<file path="src/rtl/spi_port_pkg.sv">
package spi_port_pkg;

  typedef struct packed {
    logic       wcol;
    logic       ovf;
    logic       en;
    logic       cpol;
    logic [3:0] mode;
  } ctrl_t;

  typedef enum logic [1:0] {
    ROLE_OFF    = 2'd0,
    ROLE_MASTER = 2'd1,
    ROLE_SLAVE  = 2'd2
  } role_e;

  localparam logic [3:0] MODE_M_FAST  = 4'b0000;
  localparam logic [3:0] MODE_M_MID   = 4'b0001;
  localparam logic [3:0] MODE_M_SLOW  = 4'b0010;
  localparam logic [3:0] MODE_S_SEL   = 4'b0100;
  localparam logic [3:0] MODE_S_NOSEL = 4'b0101;

  function automatic role_e role_of(input logic en, input logic [3:0] mode);
    if (!en) return ROLE_OFF;
    case (mode)
      MODE_M_FAST, MODE_M_MID, MODE_M_SLOW: return ROLE_MASTER;
      MODE_S_SEL, MODE_S_NOSEL:             return ROLE_SLAVE;
      default:                              return ROLE_OFF;
    endcase
  endfunction

endpackage

</file>
<file path="src/rtl/spi_port_sync.sv">
module spi_port_sync #(
  parameter int unsigned W      = 3,
  parameter int unsigned STAGES = 2
) (
  input  logic         clk_i,
  input  logic         rst_ni,
  input  logic [W-1:0] d_i,
  output logic [W-1:0] q_o,
  output logic [W-1:0] q_prev_o
);
  logic [STAGES:0][W-1:0] chain_q;

  always_ff @(posedge clk_i or negedge rst_ni) begin
    if (!rst_ni) begin
      chain_q <= '0;
    end else begin
      chain_q[0] <= d_i;
      for (int k = 1; k <= STAGES; k++) chain_q[k] <= chain_q[k-1];
    end
  end

  assign q_o      = chain_q[STAGES-1];
  assign q_prev_o = chain_q[STAGES];
endmodule

</file>
<file path="src/rtl/spi_port_clkgen.sv">
module spi_port_clkgen #(
  parameter int unsigned DATA_W    = 8,
  parameter int unsigned HALF_FAST = 2,
  parameter int unsigned HALF_MID  = 8,
  parameter int unsigned HALF_SLOW = 32
) (
  input  logic       clk_i,
  input  logic       rst_ni,
  input  logic       run_i,
  input  logic       start_i,
  input  logic [1:0] rate_i,
  output logic       busy_o,
  output logic       sck_act_o,
  output logic       lead_o,
  output logic       trail_o
);
  localparam int unsigned HC_W = (HALF_SLOW > 1) ? $clog2(HALF_SLOW) : 1;
  localparam int unsigned PH_N = 2 * DATA_W;
  localparam int unsigned PH_W = $clog2(PH_N);
  localparam logic [PH_W-1:0] PH_LAST = PH_W'(PH_N - 1);

  logic [HC_W-1:0] hc_q, half_m1;
  logic [PH_W-1:0] ph_q;
  logic            busy_q, sck_q, tick;

  always_comb begin
    case (rate_i)
      2'd0:    half_m1 = HC_W'(HALF_FAST - 1);
      2'd1:    half_m1 = HC_W'(HALF_MID - 1);
      default: half_m1 = HC_W'(HALF_SLOW - 1);
    endcase
  end

  assign tick = busy_q && (hc_q == half_m1);

  always_ff @(posedge clk_i or negedge rst_ni) begin
    if (!rst_ni) begin
      busy_q <= 1'b0;
      sck_q  <= 1'b0;
      hc_q   <= '0;
      ph_q   <= '0;
    end else if (!run_i) begin
      busy_q <= 1'b0;
      sck_q  <= 1'b0;
      hc_q   <= '0;
      ph_q   <= '0;
    end else if (!busy_q) begin
      if (start_i) begin
        busy_q <= 1'b1;
        hc_q   <= '0;
        ph_q   <= '0;
      end
    end else if (tick) begin
      hc_q  <= '0;
      sck_q <= ~sck_q;
      ph_q  <= ph_q + 1'b1;
      if (ph_q == PH_LAST) busy_q <= 1'b0;
    end else begin
      hc_q <= hc_q + 1'b1;
    end
  end

  assign busy_o    = busy_q;
  assign sck_act_o = sck_q;
  assign lead_o    = tick && !ph_q[0];
  assign trail_o   = tick && ph_q[0];

  // the last returning edge ends the byte
  p_byte_ends_r2: assert property (@(posedge clk_i) disable iff (!rst_ni)
    (run_i && tick && ph_q == PH_LAST) |=> !busy_q);
  // SCK back at idle whenever the master is idle
  p_sck_idle_r8: assert property (@(posedge clk_i) disable iff (!rst_ni)
    (run_i && !busy_q) |-> !sck_q);
endmodule

</file>
<file path="src/rtl/spi_port_shifter.sv">
module spi_port_shifter #(
  parameter int unsigned DATA_W = 8
) (
  input  logic              clk_i,
  input  logic              rst_ni,
  input  logic              load_i,
  input  logic [DATA_W-1:0] load_data_i,
  input  logic              lead_i,
  input  logic              trail_i,
  input  logic              sdi_i,
  input  logic              abort_i,
  output logic              sdo_o,
  output logic              done_o,
  output logic [DATA_W-1:0] rx_o,
  output logic              in_byte_o
);
  localparam int unsigned CNT_W = $clog2(DATA_W);
  localparam logic [CNT_W-1:0] CNT_LAST = CNT_W'(DATA_W - 1);

  logic [DATA_W-1:0] sh_q;
  logic [CNT_W-1:0]  cnt_q;
  logic              sdo_q, inb_q;

  assign done_o = trail_i && !abort_i && (cnt_q == CNT_LAST);
  assign rx_o   = {sh_q[DATA_W-2:0], sdi_i};

  always_ff @(posedge clk_i or negedge rst_ni) begin
    if (!rst_ni) begin
      sh_q  <= '0;
      cnt_q <= '0;
      sdo_q <= 1'b0;
      inb_q <= 1'b0;
    end else begin
      if (load_i) sh_q <= load_data_i;
      if (abort_i) begin
        cnt_q <= '0;
        inb_q <= 1'b0;
      end else begin
        if (lead_i) begin
          sdo_q <= sh_q[DATA_W-1];
          inb_q <= 1'b1;
        end
        if (trail_i) begin
          sh_q  <= rx_o;
          cnt_q <= done_o ? '0 : cnt_q + 1'b1;
          if (done_o) inb_q <= 1'b0;
        end
      end
    end
  end

  assign sdo_o     = sdo_q;
  assign in_byte_o = inb_q;

  // losing select drops the partial byte
  p_abort_clears_r10: assert property (@(posedge clk_i) disable iff (!rst_ni)
    abort_i |=> (!inb_q && cnt_q == '0));
  // a byte never finishes without having started on a leading edge
  p_done_needs_lead_r9: assert property (@(posedge clk_i) disable iff (!rst_ni)
    done_o |-> inb_q);
endmodule

</file>
<file path="src/rtl/spi_port_regs.sv">
module spi_port_regs
  import spi_port_pkg::*;
#(
  parameter int unsigned DATA_W = 8
) (
  input  logic              clk_i,
  input  logic              rst_ni,
  input  logic              ctrl_we_i,
  input  logic [7:0]        ctrl_wdata_i,
  input  logic              buf_we_i,
  input  logic              buf_re_i,
  input  logic              active_i,
  input  logic              busy_i,
  input  logic              is_master_i,
  input  logic              is_slave_i,
  input  logic              done_i,
  input  logic [DATA_W-1:0] rx_i,
  output ctrl_t             ctrl_o,
  output logic [DATA_W-1:0] buf_o,
  output logic              full_o,
  output logic              accept_o
);
  ctrl_t             ctrl_q;
  logic [DATA_W-1:0] buf_q;
  logic              full_q, wcol_set, ovf_set;

  assign accept_o = buf_we_i && active_i && !busy_i;
  assign wcol_set = buf_we_i && active_i && busy_i;
  assign ovf_set  = done_i && is_slave_i && full_q;

  always_ff @(posedge clk_i or negedge rst_ni) begin
    if (!rst_ni) begin
      ctrl_q <= '0;
      buf_q  <= '0;
      full_q <= 1'b0;
    end else begin
      if (ctrl_we_i) begin
        ctrl_q.wcol <= ctrl_q.wcol & ctrl_wdata_i[7];
        ctrl_q.ovf  <= ctrl_q.ovf & ctrl_wdata_i[6];
        ctrl_q.en   <= ctrl_wdata_i[5];
        ctrl_q.cpol <= ctrl_wdata_i[4];
        ctrl_q.mode <= ctrl_wdata_i[3:0];
      end
      if (wcol_set) ctrl_q.wcol <= 1'b1;
      if (ovf_set)  ctrl_q.ovf  <= 1'b1;
      if (done_i && !ovf_set) begin
        buf_q  <= rx_i;
        full_q <= 1'b1;
      end else if (buf_re_i) begin
        full_q <= 1'b0;
      end
    end
  end

  assign ctrl_o = ctrl_q;
  assign buf_o  = buf_q;
  assign full_o = full_q;

  // no overflow while acting as master
  p_no_overflow_r3: assert property (@(posedge clk_i) disable iff (!rst_ni)
    (is_master_i && !ctrl_q.ovf) |=> !ctrl_q.ovf);
  // collision flag is sticky without a control write
  p_wcol_sticky_r4: assert property (@(posedge clk_i) disable iff (!rst_ni)
    (ctrl_q.wcol && !ctrl_we_i) |=> ctrl_q.wcol);
  // an overflowing byte leaves the buffer alone
  p_ovf_keeps_buf_r5: assert property (@(posedge clk_i) disable iff (!rst_ni)
    ovf_set |=> ($stable(buf_q) && full_q && ctrl_q.ovf));
  // a read without a new byte empties the buffer
  p_read_empties_r7: assert property (@(posedge clk_i) disable iff (!rst_ni)
    (buf_re_i && !done_i) |=> !full_q);
endmodule

</file>
<file path="src/rtl/spi_port.sv">
module spi_port
  import spi_port_pkg::*;
#(
  parameter int unsigned DATA_W      = 8,
  parameter int unsigned SYNC_STAGES = 2,
  parameter int unsigned HALF_FAST   = 2,
  parameter int unsigned HALF_MID    = 8,
  parameter int unsigned HALF_SLOW   = 32
) (
  input  logic              clk_i,
  input  logic              rst_ni,
  input  logic              ctrl_we_i,
  input  logic [7:0]        ctrl_wdata_i,
  output logic [7:0]        ctrl_o,
  input  logic              buf_we_i,
  input  logic [DATA_W-1:0] buf_wdata_i,
  input  logic              buf_re_i,
  output logic [DATA_W-1:0] buf_rdata_o,
  output logic              buf_full_o,
  input  logic              sck_i,
  output logic              sck_o,
  output logic              sck_oe_o,
  input  logic              sdi_i,
  output logic              sdo_o,
  output logic              sdo_oe_o,
  input  logic              ss_ni
);
  ctrl_t ctrl;
  role_e role;
  logic  is_master, is_slave, active, ss_ign, selected;
  logic  [2:0] syn, syn_prev;
  logic  sck_s, sck_p, sdi_s, ss_s, s_chg, s_lead, s_trail;
  logic  m_busy, m_sck, m_lead, m_trail;
  logic  lead, trail, abort, sh_sdi, done, in_byte, busy, accept;
  logic  [DATA_W-1:0] rx;

  assign role      = role_of(ctrl.en, ctrl.mode);
  assign is_master = (role == ROLE_MASTER);
  assign is_slave  = (role == ROLE_SLAVE);
  assign active    = is_master || is_slave;
  assign ss_ign    = (ctrl.mode == MODE_S_NOSEL);

  spi_port_sync #(.W(3), .STAGES(SYNC_STAGES)) u_sync (
    .clk_i, .rst_ni,
    .d_i      ({sck_i, sdi_i, ss_ni}),
    .q_o      (syn),
    .q_prev_o (syn_prev)
  );

  assign sck_s    = syn[2];
  assign sck_p    = syn_prev[2];
  assign sdi_s    = syn[1];
  assign ss_s     = syn[0];
  assign selected = is_slave && (ss_ign || !ss_s);
  assign s_chg    = selected && (sck_s != sck_p);
  assign s_lead   = s_chg && (sck_s != ctrl.cpol);
  assign s_trail  = s_chg && (sck_s == ctrl.cpol);

  spi_port_clkgen #(
    .DATA_W(DATA_W), .HALF_FAST(HALF_FAST), .HALF_MID(HALF_MID), .HALF_SLOW(HALF_SLOW)
  ) u_clkgen (
    .clk_i, .rst_ni,
    .run_i     (is_master),
    .start_i   (accept && is_master),
    .rate_i    (ctrl.mode[1:0]),
    .busy_o    (m_busy),
    .sck_act_o (m_sck),
    .lead_o    (m_lead),
    .trail_o   (m_trail)
  );

  assign lead   = is_master ? m_lead  : s_lead;
  assign trail  = is_master ? m_trail : s_trail;
  assign sh_sdi = is_master ? sdi_i   : sdi_s;
  assign abort  = !(is_master || selected);

  spi_port_shifter #(.DATA_W(DATA_W)) u_shifter (
    .clk_i, .rst_ni,
    .load_i      (accept),
    .load_data_i (buf_wdata_i),
    .lead_i      (lead),
    .trail_i     (trail),
    .sdi_i       (sh_sdi),
    .abort_i     (abort),
    .sdo_o       (sdo_o),
    .done_o      (done),
    .rx_o        (rx),
    .in_byte_o   (in_byte)
  );

  assign busy = is_master ? m_busy : in_byte;

  spi_port_regs #(.DATA_W(DATA_W)) u_regs (
    .clk_i, .rst_ni,
    .ctrl_we_i, .ctrl_wdata_i, .buf_we_i, .buf_re_i,
    .active_i    (active),
    .busy_i      (busy),
    .is_master_i (is_master),
    .is_slave_i  (is_slave),
    .done_i      (done),
    .rx_i        (rx),
    .ctrl_o      (ctrl),
    .buf_o       (buf_rdata_o),
    .full_o      (buf_full_o),
    .accept_o    (accept)
  );

  assign ctrl_o   = ctrl;
  assign sck_o    = ctrl.cpol ^ (is_master && m_sck);
  assign sck_oe_o = is_master;
  assign sdo_oe_o = is_master || selected;

  // idle master SCK sits at the polarity level
  p_idle_level_r8: assert property (@(posedge clk_i) disable iff (!rst_ni)
    (is_master && !m_busy) |-> (sck_o == ctrl.cpol));
  // inactive port never drives the pins
  p_released_r2: assert property (@(posedge clk_i) disable iff (!rst_ni)
    !active |-> (!sck_oe_o && !sdo_oe_o && !done));
  // with select honoured and high, no bit is taken in
  p_ss_gate_r10: assert property (@(posedge clk_i) disable iff (!rst_ni)
    (is_slave && !ss_ign && ss_s) |-> (!done && !sdo_oe_o));
endmodule

</file>
<file path="config.mk">
export PLATFORM = sky130hd
export DESIGN_NAME = spi_port
export DESIGN_NICKNAME = d
export VERILOG_FILES = /design/src/rtl/spi_port_pkg.sv /design/src/rtl/spi_port_sync.sv /design/src/rtl/spi_port_clkgen.sv /design/src/rtl/spi_port_shifter.sv /design/src/rtl/spi_port_regs.sv /design/src/rtl/spi_port.sv
export SDC_FILE = /design/constraint.sdc
export NUM_CORES = 1
export LEC_CHECK = 0
export BUFFER_PORTS_ARGS = -buffer_cell sky130_fd_sc_hd__buf_2
export CAP_MARGIN = 20
export CORE_UTILIZATION = 50
export CTS_BUF_LIST = sky130_fd_sc_hd__clkbuf_4
export CTS_CLUSTER_SIZE = 24
export DETAILED_ROUTE_END_ITERATION = 10
export HOLD_SLACK_MARGIN = 0.15
export PLACE_DENSITY = 0.74
export SYNTH_ARGS = -nofsm -noshare
export SYNTH_HDL_FRONTEND = slang
export SYNTH_SLANG_ARGS = --single-unit
</file>
<file path="constraint.sdc">
create_clock -name clk_i -period 2.99 [get_ports clk_i]
set_input_delay 0.4485 -clock clk_i [delete_from_list [all_inputs] [get_ports clk_i]]
set_output_delay 0.4485 -clock clk_i [all_outputs]
set_load 0.005 [all_outputs]
</file>
* Word level (Yosys, flattened, before mapping)
Index checks and enable logic that the tools add are counted.
** Operators by class
- Add/sub/neg operators :: 3
- Equal/unequal tests :: 18
- Multiplexer cells :: 38
- Bitwise logic cells :: 4
- Reductions and logical operators :: 34
** Operators by type and width (number)
- two-way mux 8 bit :: 4
- two-way mux 1 bit :: 20
- two-way mux 5 bit :: 4
- logical AND 1 bit :: 17
- two-way mux 4 bit :: 4
- one-hot mux 5 bit (2 select lines) :: 1
- two-way mux 3 bit :: 3
- == test 4 x 3 -> 1 bit (second input constant) :: 2
- inequality test 2 x 1 -> 1 bit (second input constant) :: 3
- AND reduction 2 bit :: 3
- nonzero test 2 bit :: 3
- adder 5 x 1 -> 5 bit (second input constant) :: 1
- == test 5 bit :: 1
- adder 4 x 1 -> 4 bit (second input constant) :: 1
- == test 2 x 1 -> 1 bit (second input constant) :: 2
- == test 4 x 1 -> 1 bit (second input constant) :: 1
- == test 4 x 2 -> 1 bit (second input constant) :: 1
- == test 4 bit (second input constant) :: 1
- zero test 1 bit :: 4
- zero test 4 bit :: 1
- one-hot mux 2 bit (2 select lines) :: 1
- adder 3 x 1 -> 3 bit (second input constant) :: 1
- == test 3 bit (second input constant) :: 1
- logical OR 1 bit :: 3
- other kinds (12) :: 14
** Storage, ports and cells
- Flip-flop bits (word level) :: 50
- Output and inout bits :: 21

* Longest topological paths before layout
- Depth after elaboration :: 16
- Mapped depth :: 10

* Cells and area by module
A second synthesis with hierarchy kept.
** Second synthesis, totals
- Cells, all modules :: 202
- Area, all modules :: 2533.7 sq um
** Modules (own cells, without submodules)
- spi_port_shifter :: times used 1, cells each 56, area each 764.5 sq um, seq. area each 325.3 sq um
- spi_port_regs :: times used 1, cells each 41, area each 659.4 sq um, seq. area each 425.4 sq um
- spi_port_clkgen :: times used 1, cells each 63, area each 630.6 sq um, seq. area each 275.3 sq um
- spi_port_sync :: times used 1, cells each 15, area each 270.3 sq um, seq. area each 225.2 sq um
- spi_port :: times used 1, cells each 27, area each 209.0 sq um, seq. area each 0.0 sq um

* Least setup slack after synthesis
No wires, ideal clock.
- Path kind :: reg2reg
- From :: reg u_regs.ctrl_q (netlist bit u_regs.ctrl_o[3])
- To :: reg u_shifter.sh_q[1]
- Library setup time :: 0.125 ns
- Arrival :: 2.362 ns
- Slack :: 0.504 ns
- Stages on the path, launching flop included :: 10
- Buffers on the path :: 1
- Path through :: dfrtp_1 -> nand2b_1 -> or3b_2 -> ha_1 -> and2_0 -> buf_2 -> a21oi_2 -> nand2_2 -> mux2_2 -> mux2_2
** Between the ends
- Cells in the longest elaborated chain, start to end :: 11
** Ends and longest elaborated chain
- from (decl) :: RTL line spi_port_regs.sv:23 : ctrl_t ctrl_q;
- == test 4 x 1 -> 1 bit, or another cell as far along :: RTL line spi_port_pkg.sv:25 : case (mode)
- OR reduction 3 bit / OR reduction 2 bit (equally long branches) :: RTL line spi_port_pkg.sv:25
- one-hot mux 2 bit (2 select lines) (*) :: RTL line spi_port_pkg.sv:25
- two-way mux 2 bit (*) :: RTL line spi_port_pkg.sv:25
- == test 2 x 1 -> 1 bit (*) :: RTL line spi_port.sv:38 : assign is_master = (role == ROLE_MASTER);
- via sck_oe_o :: RTL line spi_port.sv:22 : output logic sck_oe_o,
- two-way mux 1 bit / logical OR 1 bit (equally long branches) :: RTL line spi_port.sv:91, spi_port.sv:40
- zero test 1 bit / logical AND 1 bit (equally long branches) :: RTL line spi_port_regs.sv:27 : assign accept_o = buf_we_i && active_i && !busy_i;
- logical AND 1 bit :: RTL line spi_port_regs.sv:27
- two-way mux 8 bit :: RTL line spi_port_shifter.sv:34 : if (load_i) sh_q <= load_data_i;
- two-way mux 8 bit :: RTL line spi_port_shifter.sv:43 : if (trail_i) begin
- two-way mux 8 bit (*) :: RTL line spi_port_shifter.sv:35 : if (abort_i) begin
- to (signal assigned) :: RTL line spi_port_shifter.sv:34
- to (signal assigned) :: RTL line spi_port_shifter.sv:44 : sh_q <= rx_o;
- to (decl) :: RTL line spi_port_shifter.sv:20 : logic [DATA_W-1:0] sh_q;
The timed path passes the listed nets; every way through them passes the cells marked *.
A chain may end at the register's enable or synchronous reset.

* Final worst setup path
- From :: reg u_regs.ctrl_q (netlist bit u_regs.ctrl_o[3])
- To :: out sdo_oe_o
** Between the ends
- Cells in the longest elaborated chain, start to end :: 7
** Ends and longest elaborated chain
- == test 4 x 1 -> 1 bit, or another cell as far along :: RTL line spi_port_pkg.sv:25
- OR reduction 3 bit / OR reduction 2 bit (equally long branches) :: RTL line spi_port_pkg.sv:25
- one-hot mux 2 bit (2 select lines) :: RTL line spi_port_pkg.sv:25
- two-way mux 2 bit :: RTL line spi_port_pkg.sv:25
- == test 2 bit :: RTL line spi_port.sv:39 : assign is_slave = (role == ROLE_SLAVE);
- logical AND 1 bit :: RTL line spi_port.sv:54 : assign selected = is_slave && (ss_ign || !ss_s);
- logical OR 1 bit (*) :: RTL line spi_port.sv:111 : assign sdo_oe_o = is_master || selected;
- to (decl) :: RTL line spi_port.sv:25 : output logic sdo_oe_o,
Every way passes the cells marked *; elsewhere a longest branch is shown, timed or not.

==> run metrics <==
reg2reg end=u_shifter.sh_q[4]; GPL Wtd Cong=0.8222; post-synth top area share=between 50 and 60%; proportion of layout cells with a drive suffix above 1=just under 40%; FP Rows=24; sequential-to-total area share from yosys stat=a little over half; Leak=1.350 nW; fmax=374.5 MHz; Synth Cell Area=2260 µm²; register area=~1200 µm²; antenna violations before repair=0; most frequent cells after synthesis=dfrtp_1, mux2_2, nand2_1; Synth cell types=44; total track usage=between 10% and 20%; Max stage delay cell, worst path=or3b_2; Synth Flop Type=dfrtp_1; Slew Limit Fails=0; vias=1598; top cells by area, synth=dfrtp_1, mux2_2, mux2i_1; crit-path max cell delay=approximately 0.48 ns; Yosys reg bits=48; Residual DRC=0; Remaining Overflow, GRT=0; Worst-Margin Slew=0.4758 ns; CP required=approximately 2.5 ns; crit end category=primary output; synth warn=0; syn nets=218; slew margin rel.=about 68%; Reg-to-Reg Start=u_regs.ctrl_o[3]; Crit path arrival time=approximately 2.2 ns; port bufs=between 40 and 50; r2r setup slk=between 0.3 and 0.4 ns; CTS tree=yes; clk_lat worst skew=between 0.3 and 0.4 ns; DRT Wirelength=between 4000 and 5000 µm; crit-path cells=nand2b_1 > or3b_2 > ha_1 > inv_1 > nand2_1 > buf_2; PwrDens=512.7 nW/µm²; min-delay worst type=in2reg; Cells after Synth=about 190; die height=around 70 µm; footprint of the multi-input gates=roughly 1000 µm²; Layout fillers=363; Worst Path Max Fanout=8; Setup crit start=u_regs.ctrl_o[3]; WL/cell=approximately 14 µm; die area=~4800 µm²; Ports=45; H-tree depth=2; Root Driver=clkbuf_4; DR iter-0 viols=88; clk_skew=between 0.01 and 0.015 ns; RSZ-0062 raised after global routing=false; Final setup viols=0; CP Class=reg2out; syn_area_per_cell=roughly 12 µm²; post-layout util=61.09%; DR pass1 iterations=4; most frequent cell after synthesis=dfrtp_1; Area growth, synth to finish=17.72%; Vias/cell=5.435; number of global-route vias before repair=~1600; Max-Cap Viols=0; cts bufs inserted=5; clock-pin slew on the worst setup and hold paths=~0.12 ns; total core area=around 4400 µm²; Max clock buf depth=2; worst vdd ir=around 0.31 mV; crit path to=sdo_oe_o; TNS Setup=0 ns; Post-DP HPWL=~3100 µm; crit start category=flop; ant diodes=0; largest net degree at the start of global routing=49; CP delay by family, top=simple AND/OR/NAND/NOR gates; Starting Density=51.90%; first-pass GRT wire length=between 7000 and 8000 µm; Tot Pwr=about 1.4 mW; Final ANT Viol Nets=0; CP Depth=6; CTS sink cnt=48; Fin. Hold Viols=0; Reg2Reg Depth=8; min Tclk post-route=2.670 ns; EDFF count, synth=0; Layout Nets=roughly 270; status=complete, no violations; Die W=between 60 and 70 µm; post-synth top area cell=dfrtp_1; worst hold margin=around 0.19 ns; Final period util=a little under 90%; CP bufs+invs=2; Post-synth ARST share=100.0%
worst register-to-register path: stages (launching register included):
cell      delay [ns]
dfrtp_1         0.41
nand2b_1        0.15
or3b_2          0.48
ha_1            0.30
and2_0          0.28
a21oi_2         0.17
nand2_2         0.17
mux2_2          0.32
mux2_2          0.26
layout by cell type (no fill, tap or decap), types with 2 or more instances in the layout:
| cell type | instances |
|---|---|
| ha_1 | 6 |
| o21ai_0 | 7 |
| nand4_1 | 3 |
| nand2b_1 | 5 |
| clkbuf_4 | 6 |
| a22o_1 | 2 |
| xor2_1 | 3 |
| buf_2 | 44 |
| a21oi_1 | 2 |
| nor2_1 | 7 |
| dfrtp_1 | 48 |
| nor3_1 | 4 |
| nand3_1 | 4 |
| inv_1 | 9 |
| nand2_1 | 18 |
| mux2i_1 | 9 |
| and3_1 | 3 |
| mux2_2 | 28 |
| o31ai_1 | 2 |
| buf_4 | 4 |
area by class of cell:
class / instances / share of cell area [%]
flip-flops and latches: 48 / 45.16
multi-input cells: 127 / 37.58
repair buffers: 50 / 10.54
well taps: 52 / 2.446
clock buffers: 6 / 1.693
clock inverters: 2 / 1.317
inverters: 9 / 1.270
routing by layer:
| metal | track usage, % | wire length (µm) | vias to the layer above | part of all wire [%] |
|---|---|---|---|---|
| met5 | 0 | 0 | - | 0 |
| met3 | 5.378 | 169 | 7 | 4.0 |
| li1 | - | - | 769 | - |
| met1 | 26.34 | 1973 | 786 | 47 |
| met4 | 7.710 | 72 | 0 | 1.7 |
| met2 | 29.88 | 2019 | 36 | 48 |
cells by family (layout without fill, tap and decap cells):
family,Yosys count,after routing,synth area share [%]
and+or+nand+nor,53,53,12.13
DFF,48,48,53.16
muxes,37,37,17.94
AOI/OAI and AO/OA,27,27,9.304
buffers and inverters,13,67,2.602
adders and majority gates,6,6,3.322
xor gates and xnor gates,4,4,1.551
timing repair:
action	in CTS	in global routing
hold buffers	0	1
endpoints found under the hold margin	0	20
buffers inserted	0	0
resized for setup	0	0
setup endpoints to repair	0	0
flip-flops by register name, indices dropped and copies added, names as in the netlist:
signal / flops
u_clkgen.busy_o: 1
u_clkgen.hc_q: 5
u_clkgen.ph_q: 4
u_clkgen.sck_act_o: 1
u_regs.buf_o: 8
u_regs.ctrl_o: 8
u_regs.full_o: 1
u_shifter.cnt_q: 3
u_shifter.in_byte_o: 1
u_shifter.sdo_o: 1
u_shifter.sh_q: 8
u_sync.chain_q: 3
u_sync.q_o: 3
u_sync.q_prev_o: 1
worst min-delay path by stage:
stage / from / slack (ns) / to / depth (start not counted)
after global routing: sck_i / 0.16 / u_sync.chain_q[2] / 1
after detailed placement: u_sync.chain_q[2] / 0.34 / u_sync.q_o[2] / 0
after floorplan: rst_ni / 0.15 / u_clkgen.busy_o / 0
after global placement: u_sync.chain_q[1] / 0.33 / u_sync.q_o[1] / 0
after CTS: sck_i / 0.17 / u_sync.chain_q[2] / 1
final: sck_i / 0.19 / u_sync.chain_q[2] / 1
report_power, final:
| part | total (mW) | internal, mW | switching, mW |
|---|---|---|---|
| Combinational | 0.204 | 0.126 | 0.0786 |
| Clock | 0.381 | 0.184 | 0.196 |
| Sequential | 0.778 | 0.721 | 0.0573 |
stage by stage:
stage               cell area (µm²)  cells  setup WS, ns
floorplan                      2260    188        0.5038
global placement               2550    284        0.4004
detailed placement             2550    284        0.3479
CTS                            2630    292        0.2977
global route                   2660    294        0.1864
finish                         2660    294        0.3197
(Power assumes the default switching activity.)
